==> config.mk <==
export PLATFORM = sky130hd
export DESIGN_NAME = wdt_top
export DESIGN_NICKNAME = d
export VERILOG_FILES = /design/src/rtl/wdt_pkg.sv /design/src/rtl/wdt_prescaler.sv /design/src/rtl/wdt_countdown.sv /design/src/rtl/wdt_top.sv
export SDC_FILE = /design/constraint.sdc
export NUM_CORES = 1
export LEC_CHECK = 0
export CAP_MARGIN = 0
export CORE_ASPECT_RATIO = 2
export CORE_MARGIN = 10
export CORE_UTILIZATION = 30
export DETAILED_ROUTE_END_ITERATION = 8
export GPL_ROUTABILITY_DRIVEN = 0
export PLACE_DENSITY = 0.55
export SLEW_MARGIN = 10
export SYNTH_ARGS = -nofsm -noshare
export SYNTH_HDL_FRONTEND = slang
export SYNTH_SLANG_ARGS = --single-unit
==> constraint.sdc <==
create_clock -name clk -period 3.2 [get_ports clk]
set_input_delay 0.48 -clock clk [delete_from_list [all_inputs] [get_ports clk]]
set_output_delay 0.48 -clock clk [all_outputs]
set_load 0.03 [all_outputs]
==> src/rtl/wdt_pkg.sv <==
package wdt_pkg;
  localparam int ADR_CTRL   = 0;
  localparam int ADR_RELOAD = 1;
  localparam int ADR_CAUSE  = 2;
  localparam int ADR_TICK   = 3;
  localparam int ADR_SCR0   = 4;

  localparam int CTRL_PAUSE_LO = 24;
  localparam int CTRL_EN_BIT   = 30;
  localparam int CTRL_KICK_BIT = 31;

  localparam int CAUSE_EXPIRE = 0;
  localparam int CAUSE_KICK   = 1;
endpackage

==> src/rtl/wdt_prescaler.sv <==
module wdt_prescaler #(
  parameter int DIV_W = 9
) (
  input  logic             clk,
  input  logic             rst_n,
  input  logic             run,
  input  logic [DIV_W-1:0] div,
  output logic             tick
);
  logic [DIV_W-1:0] phase;
  logic             active;
  logic             wrap;

  assign active = run && (div != '0);
  assign wrap   = active && (phase >= div - DIV_W'(1));
  assign tick   = wrap;

  always_ff @(posedge clk or negedge rst_n) begin
    if (!rst_n)       phase <= '0;
    else if (!active) phase <= '0;
    else if (wrap)    phase <= '0;
    else              phase <= phase + DIV_W'(1);
  end
endmodule

==> src/rtl/wdt_countdown.sv <==
module wdt_countdown #(
  parameter int CNT_W = 24,
  parameter int STEP  = 2
) (
  input  logic             clk,
  input  logic             rst_n,
  input  logic             load,
  input  logic [CNT_W-1:0] load_val,
  input  logic             step_en,
  output logic [CNT_W-1:0] count,
  output logic             expire
);
  localparam logic [CNT_W-1:0] STEP_V = CNT_W'(STEP);

  function automatic logic [CNT_W-1:0] sat_down(input logic [CNT_W-1:0] c);
    return (c <= STEP_V) ? '0 : c - STEP_V;
  endfunction

  assign expire = step_en && !load && (count != '0) && (count <= STEP_V);

  always_ff @(posedge clk or negedge rst_n) begin
    if (!rst_n)                         count <= '0;
    else if (load)                      count <= load_val;
    else if (step_en && count != '0)    count <= sat_down(count);
  end
endmodule

==> src/rtl/wdt_top.sv <==
module wdt_top
  import wdt_pkg::*;
#(
  parameter int ADDR_W      = 4,
  parameter int NUM_SCRATCH = 8,
  parameter int DIV_W       = 9,
  parameter int CNT_W       = 24
) (
  input  logic              clk,
  input  logic              por_n,
  input  logic              rst_n,
  input  logic              bus_valid,
  input  logic              bus_write,
  input  logic [ADDR_W-1:0] bus_addr,
  input  logic [31:0]       bus_wdata,
  output logic [31:0]       bus_rdata,
  input  logic [2:0]        dbg_halt,
  output logic              reset_req
);
  localparam int TICK_RUN_BIT = DIV_W;

  logic              sys_rst_n;
  logic              wr;
  logic              load_evt;
  logic              kick_evt;
  logic              expire_evt;
  logic              halted;
  logic              tick;
  logic              step_en;
  logic              ctrl_en;
  logic [2:0]        pause;
  logic              tick_run;
  logic [DIV_W-1:0]  tick_div;
  logic [1:0]        cause;
  logic [CNT_W-1:0]  count;
  logic [31:0]       scratch [NUM_SCRATCH];
  logic              unused_wdata;

  assign sys_rst_n    = por_n & rst_n;
  assign wr           = bus_valid & bus_write;
  assign load_evt     = wr && (bus_addr == ADDR_W'(ADR_RELOAD));
  assign kick_evt     = wr && (bus_addr == ADDR_W'(ADR_CTRL)) && bus_wdata[CTRL_KICK_BIT];
  assign halted       = |(pause & dbg_halt);
  assign step_en      = ctrl_en && tick && !halted;
  assign unused_wdata = ^bus_wdata[29:27];

  wdt_prescaler #(.DIV_W(DIV_W)) u_presc (
    .clk  (clk),
    .rst_n(sys_rst_n),
    .run  (tick_run),
    .div  (tick_div),
    .tick (tick)
  );

  wdt_countdown #(.CNT_W(CNT_W), .STEP(2)) u_cnt (
    .clk     (clk),
    .rst_n   (sys_rst_n),
    .load    (load_evt),
    .load_val(bus_wdata[CNT_W-1:0]),
    .step_en (step_en),
    .count   (count),
    .expire  (expire_evt)
  );

  always_ff @(posedge clk or negedge sys_rst_n) begin
    if (!sys_rst_n) begin
      ctrl_en   <= 1'b0;
      pause     <= '0;
      tick_run  <= 1'b0;
      tick_div  <= '0;
      reset_req <= 1'b0;
    end else begin
      reset_req <= expire_evt | kick_evt;
      if (wr && bus_addr == ADDR_W'(ADR_CTRL)) begin
        ctrl_en <= bus_wdata[CTRL_EN_BIT];
        pause   <= bus_wdata[CTRL_PAUSE_LO +: 3];
      end
      if (wr && bus_addr == ADDR_W'(ADR_TICK)) begin
        tick_run <= bus_wdata[TICK_RUN_BIT];
        tick_div <= bus_wdata[DIV_W-1:0];
      end
    end
  end

  always_ff @(posedge clk or negedge por_n) begin
    if (!por_n)                       cause <= '0;
    else if (expire_evt || kick_evt)  cause <= {kick_evt, expire_evt};
  end

  for (genvar i = 0; i < NUM_SCRATCH; i++) begin : g_scr
    always_ff @(posedge clk or negedge por_n) begin
      if (!por_n) scratch[i] <= '0;
      else if (wr && bus_addr == ADDR_W'(ADR_SCR0 + i)) scratch[i] <= bus_wdata;
    end
  end

  always_comb begin
    bus_rdata = '0;
    if (bus_addr == ADDR_W'(ADR_CTRL)) begin
      bus_rdata[CNT_W-1:0]           = count;
      bus_rdata[CTRL_PAUSE_LO +: 3]  = pause;
      bus_rdata[CTRL_EN_BIT]         = ctrl_en;
    end else if (bus_addr == ADDR_W'(ADR_CAUSE)) begin
      bus_rdata[1:0] = cause;
    end else if (bus_addr == ADDR_W'(ADR_TICK)) begin
      bus_rdata[DIV_W-1:0]   = tick_div;
      bus_rdata[TICK_RUN_BIT] = tick_run;
    end else begin
      for (int i = 0; i < NUM_SCRATCH; i++)
        if (bus_addr == ADDR_W'(ADR_SCR0 + i)) bus_rdata = scratch[i];
    end
  end
endmodule

Yosys cells after proc, flatten, opt, wreduce, memory -nomap -nowiden:

Cells that the tools add are included.

* bits in registers: 306
* input bits: 44
* output and inout port bits: 33
* word-level logic and storage cells: 85

* $add $sub $neg: 3
* $lt $le $gt $ge: 2
* equality and inequality tests: 11
* mux-type cells: 21
* bitwise logic cells: 4
* reduce and logical (&&, ||, !) cells: 28

Operator list (number)
* 2-to-1 mux 32 bit: 8
* 2-to-1 mux 24 bit: 3
* 2-to-1 mux 30 bit: 1
* 2-to-1 mux 27 bit: 1
* less-or-equal comparator 24 x 2 -> 1 bit (second input constant): 1
* nonzero test 24 bit: 1
* subtractor 24 x 2 -> 24 bit (second input constant): 1
* 2-to-1 mux 22 bit: 1
* logical AND 1 bit: 20
* 2-to-1 mux 9 bit: 2
* == test 4 x 3 -> 1 bit (second input constant): 4
* == test 4 bit (second input constant): 4
* 2-to-1 mux 10 bit: 1
* adder 9 x 1 -> 9 bit (second input constant): 1
* >= comparator 9 bit: 1
* nonzero test 9 bit: 1
* subtractor 9 x 1 -> 9 bit (second input constant): 1
* == test 4 x 2 -> 1 bit (second input constant): 2
* == test 4 x 1 -> 1 bit (second input constant): 1
* logical NOT 4 bit: 1
* bitwise AND 3 bit: 1
* 2-to-1 mux 3 bit: 1
* OR reduction 3 bit: 1
* bitwise AND 1 bit: 2
* other kinds (6): 8

Depth between registers and ports, before layout:

Gate-level depths: netlist of the first run.

* word-level depth: 12
* gate-level depth with buffers: 14
* depth with buffers taken out: 12

Hierarchy:

A second synthesis of the first run with hierarchy kept.

* cell total of the unflattened synthesis: 1299
* area total of the unflattened synthesis: 15656.3 um^2

Modules (own cells, without submodules)
* wdt_top: times used 1, cells each 1029, area each 13247.7 um^2, sequential area each 6831.6 um^2
* wdt_countdown: times used 1, cells each 190, area each 1612.8 um^2, sequential area each 600.6 um^2
* wdt_prescaler: times used 1, cells each 80, area each 795.8 um^2, sequential area each 225.2 um^2

Least setup slack after synthesis of the first run:

OpenSTA, ideal clock, no wires.

* path type: input to output
* start: input bus_addr[0]
* end: output bus_rdata[4]
* arrival: 2940 ps
* data required time: 2720 ps
* slack: -220 ps
* stages on the path: 6
* buffers on the path: 4
* path through: clkbuf_1 clkbuf_1 clkbuf_1 buf_1 a21oi_1 o311ai_0

* longest elaborated chain between the ends: 12
* elaborated cells between the ends (all ways): 22
* classes of those cells: eq/ne (10); mux (11); reduce/logical (1)

RTL lines
* start: declaration: line wdt_top.sv:14 `input logic [ADDR_W-1:0] bus_addr,`
* == test 4 x 3 -> 1 bit: line wdt_top.sv:110 `if (bus_addr == ADDR_W'(ADR_SCR0 + i)) bus_rdata = scratch[i];`
* 2-to-1 mux 32 bit (8 in a row): line wdt_top.sv:110
* 2-to-1 mux 10 bit: line wdt_top.sv:105 `end else if (bus_addr == ADDR_W'(ADR_TICK)) begin`
* 2-to-1 mux 30 bit: line wdt_top.sv:103 `end else if (bus_addr == ADDR_W'(ADR_CAUSE)) begin`
* 2-to-1 mux 27 bit *: line wdt_top.sv:99 `if (bus_addr == ADDR_W'(ADR_CTRL)) begin`
* end: declaration: line wdt_top.sv:16 `output logic [31:0] bus_rdata,`

Every way passes the cells marked *; elsewhere a longest branch is shown, timed or not.

Final worst setup path of the first run:

* start: register tick_div[3]
* end: register u_cnt.count[13]

* longest elaborated chain between the ends: 7
* elaborated cells between the ends (all ways): 9
* classes of those cells: add/sub (1); order compare (1); reduce/logical (7)

RTL lines
* start: declaration: line wdt_top.sv:33 `logic [DIV_W-1:0] tick_div;`
* start signal: assignment: line wdt_top.sv:80 `tick_div <= bus_wdata[DIV_W-1:0];`
* subtractor 9 x 1 -> 9 bit or nonzero test 9 bit (tied branches): line wdt_prescaler.sv:15, wdt_prescaler.sv:14
* >= comparator 9 bit or logical AND 1 bit (tied branches): line wdt_prescaler.sv:15, wdt_prescaler.sv:14
* logical AND 1 bit *: line wdt_prescaler.sv:15 `assign wrap = active && (phase >= div - DIV_W'(1));`
* logical AND 1 bit * (2 in a row): line wdt_top.sv:44 `assign step_en = ctrl_en && tick && !halted;`
* logical AND 1 bit *: line wdt_countdown.sv:24 `else if (step_en && count != '0) count <= sat_down(count);`
* nonzero test 2 bit (no source line) *
* end signal: assignment: line wdt_countdown.sv:23 `else if (load) count <= load_val;`
* end signal: assignment: line wdt_countdown.sv:24
* end: declaration: line wdt_countdown.sv:10 `output logic [CNT_W-1:0] count,`

Marked as above.
A chain may end at the register's enable or synchronous reset.

==> out/metrics.yaml, run 1 <==
mostFrequentLayoutCells: "306 x dfrtp_1, 272 x mux2_2, 105 x buf_4"
start_util_pct: 30.4
diodes: 0
gr-total-overflow: 0
layout_commonest_cell: "dfrtp_1"
synth_seq_area_share_pct: 51.9
die_x_um: 177
ir_drop_uv: 292
syn_area_per_cell_um2: 12.0
root_buffer: "clkbuf_16"
m1WireLength_um: 17800
reg2reg_depth: 11
synth_nets: 1287
vias: 10900
async_flop_share_pct: 100
area.growth.synth_to_final_pct: 26.4
ioPinCount: 77
p_leak_uw: 0.00798
fin_total_pwr_uw: 11100
numCtsBuffers: 29
grt.total_usage_pct: 16.0
die_y_um: 334
timing.rr.end: "u_cnt.count[13]$_DFFE_PN0P_"
grt_max_degree: 156
fin_crit_sh_pct: 103
wl_per_cell_um: 23.4
outcome: "finished with violations"
die_area_um2: 59000
h-tree-depth: 1
holdWs_ns: 0.343
clock_skew_ns: 0.0115
dr.max_layer_used: "met4"
synth_area_um2: 14800
maxSlewHeadroom_pct: 40.8
clkLatencyLatePin_ns: 0.58
ys_warn_count: 0
crit_buf_inv: 0
wl_met3_um: 1880
synthFlopType: "dfrtp_1"
timing.fmax_ghz: 0.304
drv_slew: 0
tritoncts: "yes"
path_class: "flip-flop to flip-flop"
synth_edf_count: 0
nNetsFinal: 1431
io_buffers: 76
path_cells: "nor4_4, or2b_1, nor2_1, nand2_1, xor2_1, ha_1, nor2_2, or4_4, or3_4, or4_1, a31oi_1"
grt_pass1_wl_um: 73200
r2r_start: "tick_div[3]$_DFFE_PN0P_"
violations: "setup timing"
setup_ws_ns: -0.0906
dpl.hpwl_um: 33500
routed-wl-met2_um: 25600
synth.area.top_cells: "dfrtp_1 52%, mux2_2 21%, mux4_2 2.7%"
period_minus_slack_ns: 3.29
vias_per_cell: 5.37
multi_input_area_um2: 6940
antenna_found_initial: 1
cp-start-kind: "flip-flop"
maxCapViolCount: 0
drive_above_1_share_pct: 39.7
grt_pass1_vias: 11700
synthCells: 1230
hp-class: "primary input to asynchronous set/reset pin"
synthDistinctLibCells: 58
setup_viol: 15
seqCellArea_um2: 7660
cp_slowest_cell: "or4_1"
cp_data_arrival_time_ns: 3.79
crit_family: "simple AND/OR/NAND/NOR gates"
antenna_left: 0
cts_sinks: 306
reg2reg_slack_ns: -0.09
drtIter0Drc: 660
p_per_area_nw_per_um2: 593
worstPathMaxFanout: 6
fill_cells: 4665
rows: 114
drt_first_pass_iters: 5
max_stage_delay_ns: 0.52
path_clk_slew_ns: 0.07
routed_wl_um: 47600
synth-seq-cells: 306
route.detailed.drc: 0
end_kind: "flip-flop"
critical_path_required_ns: 3.70
rsz0062_at_grt: "yes"
yosys.area.top_type: "dfrtp_1"
core_um2: 48500
cts_buffer_depth: 3
hold_viol: 0
worstMarginPinSlew_ns: 0.888
synth_top_area_share_pct: 51.9
repair_timing:
item / 4_1_cts / 5_1_grt
endpoints found under the setup margin: 22 / 33
resized for setup: 14 / 45
hold endpoints to repair: 21 / 0
pin swaps: 8 / 20
setup buffers: 3 / 14
hold buffers: 1 / 0
gates cloned: 2 / 0
worst max-delay path by stage:
stage	start	to	slack [ns]	depth (start not counted)
global placement	tick_div[4]$_DFFE_PN0P_	u_cnt.count[13]$_DFFE_PN0P_	-0.24	12
CTS	tick_div[3]$_DFFE_PN0P_	u_cnt.count[13]$_DFFE_PN0P_	-0.09	11
finish	tick_div[3]$_DFFE_PN0P_	u_cnt.count[13]$_DFFE_PN0P_	-0.09	11
detailed placement	tick_div[4]$_DFFE_PN0P_	u_cnt.count[13]$_DFFE_PN0P_	-0.24	12
floorplan	tick_div[4]$_DFFE_PN0P_	u_cnt.count[13]$_DFFE_PN0P_	-0.04	12
global route	tick_div[3]$_DFFE_PN0P_	u_cnt.count[13]$_DFFE_PN0P_	-0.25	11
kinds of logic after synthesis:
logic type	after synthesis	synth area share (%)
muxes	299	24.1
xor gates and xnor gates	14	0.831
DFF	306	51.9
and+or+nand+nor	259	8.40
AOI/OAI and AO/OA	233	10.8
buffers and inverters	106	2.79
adders and majority gates	13	1.10
metrics by stage:
| step | std cells | util, % | setup WS (ns) | setup TNS [ns] | cell area (µm²) |
|---|---|---|---|---|---|
| 2_1_floorplan | 1230 | - | -0.0420 | -0.0507 | 14800 |
| 3_3_place_gp | 1962 | 35.7 | -0.245 | -2.54 | 17300 |
| 3_5_place_dp | 1962 | 35.7 | -0.244 | -1.87 | 17300 |
| 4_1_cts | 2018 | 37.9 | -0.0885 | -0.173 | 18400 |
| 5_1_grt | 2032 | 38.5 | -0.254 | -3.96 | 18700 |
| 6_report | 2032 | 38.5 | -0.0906 | -0.643 | 18700 |
cells in the mapped netlist (6+ instances only):
cell type,n
nor3_1,24
xor2_1,8
clkbuf_1,67
dfrtp_1,306
or4_1,6
o22ai_1,7
o221ai_1,6
xnor2_1,6
inv_1,15
mux2_2,272
a22oi_1,48
a21oi_1,57
nor2_1,71
nand2_1,84
a221o_1,21
nor3b_1,8
nand3_1,11
a31oi_1,19
o211ai_1,14
ha_1,13
or3_1,13
buf_1,18
mux2i_1,9
mux4_2,18
nand2b_1,7
o21ai_0,31
flip-flops by register name, summed over array words and instances, names as in the netlist:
name	count
cause	2
ctrl_en	1
pause	3
reset_req	1
scratch	256
tick_div	9
tick_run	1
u_cnt.count	24
u_presc.phase	9
cell type report:
class / count / area share [%]
Sequential cell: 306 / 41.0
Multi-Input combinational cell: 819 / 37.2
Timing Repair Buffer: 203 / 11.8
Clock buffer: 39 / 4.52
Tap cell: 638 / 4.28
Clock inverter: 12 / 0.798
Inverter: 15 / 0.302
power breakdown:
part,total (µW),internal (µW),switching (µW)
Clock,3680,2090,1590
Combinational,2330,1250,1080
Sequential,5050,4600,448
Total,11100,7940,3120
worst register-to-register path: cells and delay by family, from the launching register on:
| family | cells | cell delay [ns] |
|---|---|---|
| compound gates | 1 | 0.18 |
| flops | 1 | 0.41 |
| simple gates | 8 | 2.19 |
| fa+ha+maj | 1 | 0.29 |
| xor+xnor | 1 | 0.15 |
metal layers:
metal  up-vias  track usage [%]
met2       313             29.5
met5         -                0
met4         0             7.74
met3       117             1.97
li1       4815                -
met1      5661             17.7
No activity file was read; power rests on OpenSTA's default activity.
==> run 2: changes to the inputs <==
--- a/config.mk
+++ b/config.mk
@@ -5,13 +5,14 @@
 export SDC_FILE = /design/constraint.sdc
 export NUM_CORES = 1
 export LEC_CHECK = 0
+export ABC_CLOCK_PERIOD_IN_PS = 4100
 export CAP_MARGIN = 0
 export CORE_ASPECT_RATIO = 2
 export CORE_MARGIN = 10
 export CORE_UTILIZATION = 30
 export DETAILED_ROUTE_END_ITERATION = 8
 export GPL_ROUTABILITY_DRIVEN = 0
-export PLACE_DENSITY = 0.55
+export PLACE_DENSITY = 0.54
 export SLEW_MARGIN = 10
 export SYNTH_ARGS = -nofsm -noshare
 export SYNTH_HDL_FRONTEND = slang
==> constraint.sdc (replaced) <==
create_clock -name clk -period 4.1 [get_ports clk]
set_input_delay 0.615 -clock clk [delete_from_list [all_inputs] [get_ports clk]]
set_output_delay 0.615 -clock clk [all_outputs]
set_load 0.03 [all_outputs]
==> out/metrics.yaml, run 2 (synthesis results as in run 1) <==
outcome: "complete, no violations"
max_stage_delay_ns: 0.65  # +0.13 ns
grt.total_usage_pct: 16.0  # -0.040 points
hp-class: "primary input to asynchronous set/reset pin"
combPwrFrac_pct: 19.8  # -1.3 points
route.detailed.drc: 0  # unchanged
maxCapViolCount: 0  # unchanged
ir_drop_uv: 243  # -17%
diodes: 0  # unchanged
io_buffers: 76  # unchanged
hold_viol: 0  # unchanged
drtIter0Drc: 686  # +3.9%
worstSetupPathDepth: 11  # unchanged
core_um2: 48500  # unchanged
seqPwrFrac_pct: 47.7  # +2.0 points
maxSlewHeadroom_pct: 9.37  # -31 points
setup_viol: 0  # -15
drv_slew: 0  # unchanged
p_per_area_nw_per_um2: 474  # -20%
antenna_found_initial: 3  # +2
cts_buffer_depth: 3  # unchanged
pwr-share-clk_pct: 32.6  # -0.7 points
layout_commonest_cell: "dfrtp_1"
setup_ws_ns: 0.250  # +0.341 ns
worstMarginPinSlew_ns: 1.34  # +0.454 ns
tritoncts: "yes"
period_minus_slack_ns: 3.85  # +0.559 ns
dpl_cell_area_um2: 16800  # -2.6%
drt_first_pass_iters: 7  # +2
drive_above_1_share_pct: 34.8  # -4.9 points
mostFrequentLayoutCells: "306 x dfrtp_1, 272 x mux2_2, 84 x nand2_1"
clkLatencyLatePin_ns: 0.57  # about the same
vias: 10500  # -3.4%
fill_cells: 4782  # +2.5%
numCtsBuffers: 29  # unchanged
p_switching_uw: 2420  # -23%
grt_pass1_vias: 11300  # -3.7%
ioPinCount: 77  # unchanged
fin_crit_sh_pct: 93.9  # -8.9 points
worstPathMaxFanout: 23  # +17
die_x_um: 177  # unchanged
dpl.hpwl_um: 34300  # +2.6%
reg2reg_depth: 11  # unchanged
p_leak_uw: 0.00757  # -5.1%
routed_wl_um: 47900  # +0.60%
rows: 114  # unchanged
largest_register_ffs: 256  # unchanged
gr-total-overflow: 0  # unchanged
crit_buf_inv: 0  # unchanged
die_y_um: 334  # unchanged
fin_setup_tns_ns: 0  # +0.643 ns
die_area_um2: 59000  # unchanged
grt_pass1_wl_um: 72200  # -1.4%
end_kind: "flip-flop"
h-tree-depth: 1  # unchanged
grt_max_degree: 170  # +9.0%
root_buffer: "clkbuf_16"
crit_family: "simple AND/OR/NAND/NOR gates"
timing.fmax_ghz: 0.260  # -15%
nNetsFinal: 1368  # -4.4%
clock_skew_ns: 0.0168  # +0.00527 ns
area.growth.synth_to_final_pct: 20.7
cts_sinks: 306  # unchanged
wl_per_cell_um: 24.3  # +3.8%
cpMostUsedCell: "nor2_1"
switching_share_pct: 28.7  # +0.42 points
p_int_uw: 6020  # -24%
post_cts_buffers: 0  # -3
regMostFlops: "scratch"
cp_data_arrival_time_ns: 4.35  # +0.56 ns
vias_per_cell: 5.35  # -0.36%
final_design_area_no_fill_um2: 17800  # -4.5%
path_class: "flip-flop to flip-flop"
reg.largest.list: "scratch x256, u_cnt.count x24"
dp_slack_ns: 0.305  # +0.548 ns
postCtsHoldBufs: 0  # -1
cp_slowest_cell: "or3_1"
post_cts_resized: 0  # -14
cp-start-kind: "flip-flop"
critical_path_required_ns: 4.60  # +0.90 ns
path_clk_slew_ns: 0.07  # about the same
start_util_pct: 30.4  # unchanged
antenna_left: 0  # unchanged
path_cells: "nor4_2, or2b_1, nor2_1, nand2_1, xor2_1, ha_1, nor2_1, or4_1, or3_1, nor3_1, a221o_1"
timing.rr.end: "u_cnt.count[23]$_DFFE_PN0P_"
rsz0062_at_grt: "no"
r2r_start: "tick_div[2]$_DFFE_PN0P_"
reg2reg_slack_ns: 0.25  # +0.34 ns
holdWs_ns: 0.0527  # -0.291 ns
## run 2: changes by cell type in the layout (fill, tap and decap cells not counted), moves of 4 or more
cell     before  now
nor2_1       63   67
buf_4       105   65
buf_12       42   33
nor3_1       11   17
nor3_2       12    8
o21ai_2       4    0
buf_6        12    0
o21ai_0      25   31
## run 2: how the worst max path moves through the flow
stage	startpoint	endpoint	slack, ns
2_1_floorplan	bus_addr[0]	bus_rdata[4]	0.41
3_3_place_gp	tick_div[3]$_DFFE_PN0P_	u_cnt.count[21]$_DFFE_PN0P_	0.31
3_5_place_dp	tick_div[3]$_DFFE_PN0P_	u_cnt.count[21]$_DFFE_PN0P_	0.30
4_1_cts	tick_div[3]$_DFFE_PN0P_	u_cnt.count[23]$_DFFE_PN0P_	0.29
5_1_grt	tick_div[3]$_DFFE_PN0P_	u_cnt.count[23]$_DFFE_PN0P_	0.06
6_report	tick_div[2]$_DFFE_PN0P_	u_cnt.count[23]$_DFFE_PN0P_	0.25
## run 2: final cells by class
cell class / instances / area, µm² / area share (%)
clock buffers: 38 / 820 / 4.60
inverters: 15 / 56.3 / 0.316
well taps: 638 / 798 / 4.48
clock inverters: 14 / 141 / 0.794
repair buffers: 141 / 1580 / 8.87
multi-input cells: 818 / 6750 / 37.9
flip-flops and latches: 306 / 7660 / 43.0
## run 2: stage by stage
step / util, % / power [µW] / std cells
2_1_floorplan: - / 4970 / 1230
3_3_place_gp: 34.7 / 5690 / 1918
3_5_place_dp: 34.7 / 5750 / 1918
4_1_cts: 36.7 / 8520 / 1970
5_1_grt: 36.7 / 8820 / 1970
6_report: 36.7 / 8430 / 1970
## run 2: routing by layer
metal	up-vias	GRT usage (%)	share of wire, %
met1	5466	16.8	36
met5	-	0	0.071
li1	4692	-	-
met3	103	2.32	4.0
met2	268	29.9	55
met4	6	8.19	5.2
## run 2: power by group through the flow
stage / clock network [µW] / logic, µW / registers [µW]
after floorplan: 0 / 1090 / 3880
after global placement: 0 / 1650 / 4040
after detailed placement: 0 / 1680 / 4060
after CTS: 2820 / 1690 / 4010
after global routing: 2930 / 1810 / 4080
final: 2750 / 1670 / 4020
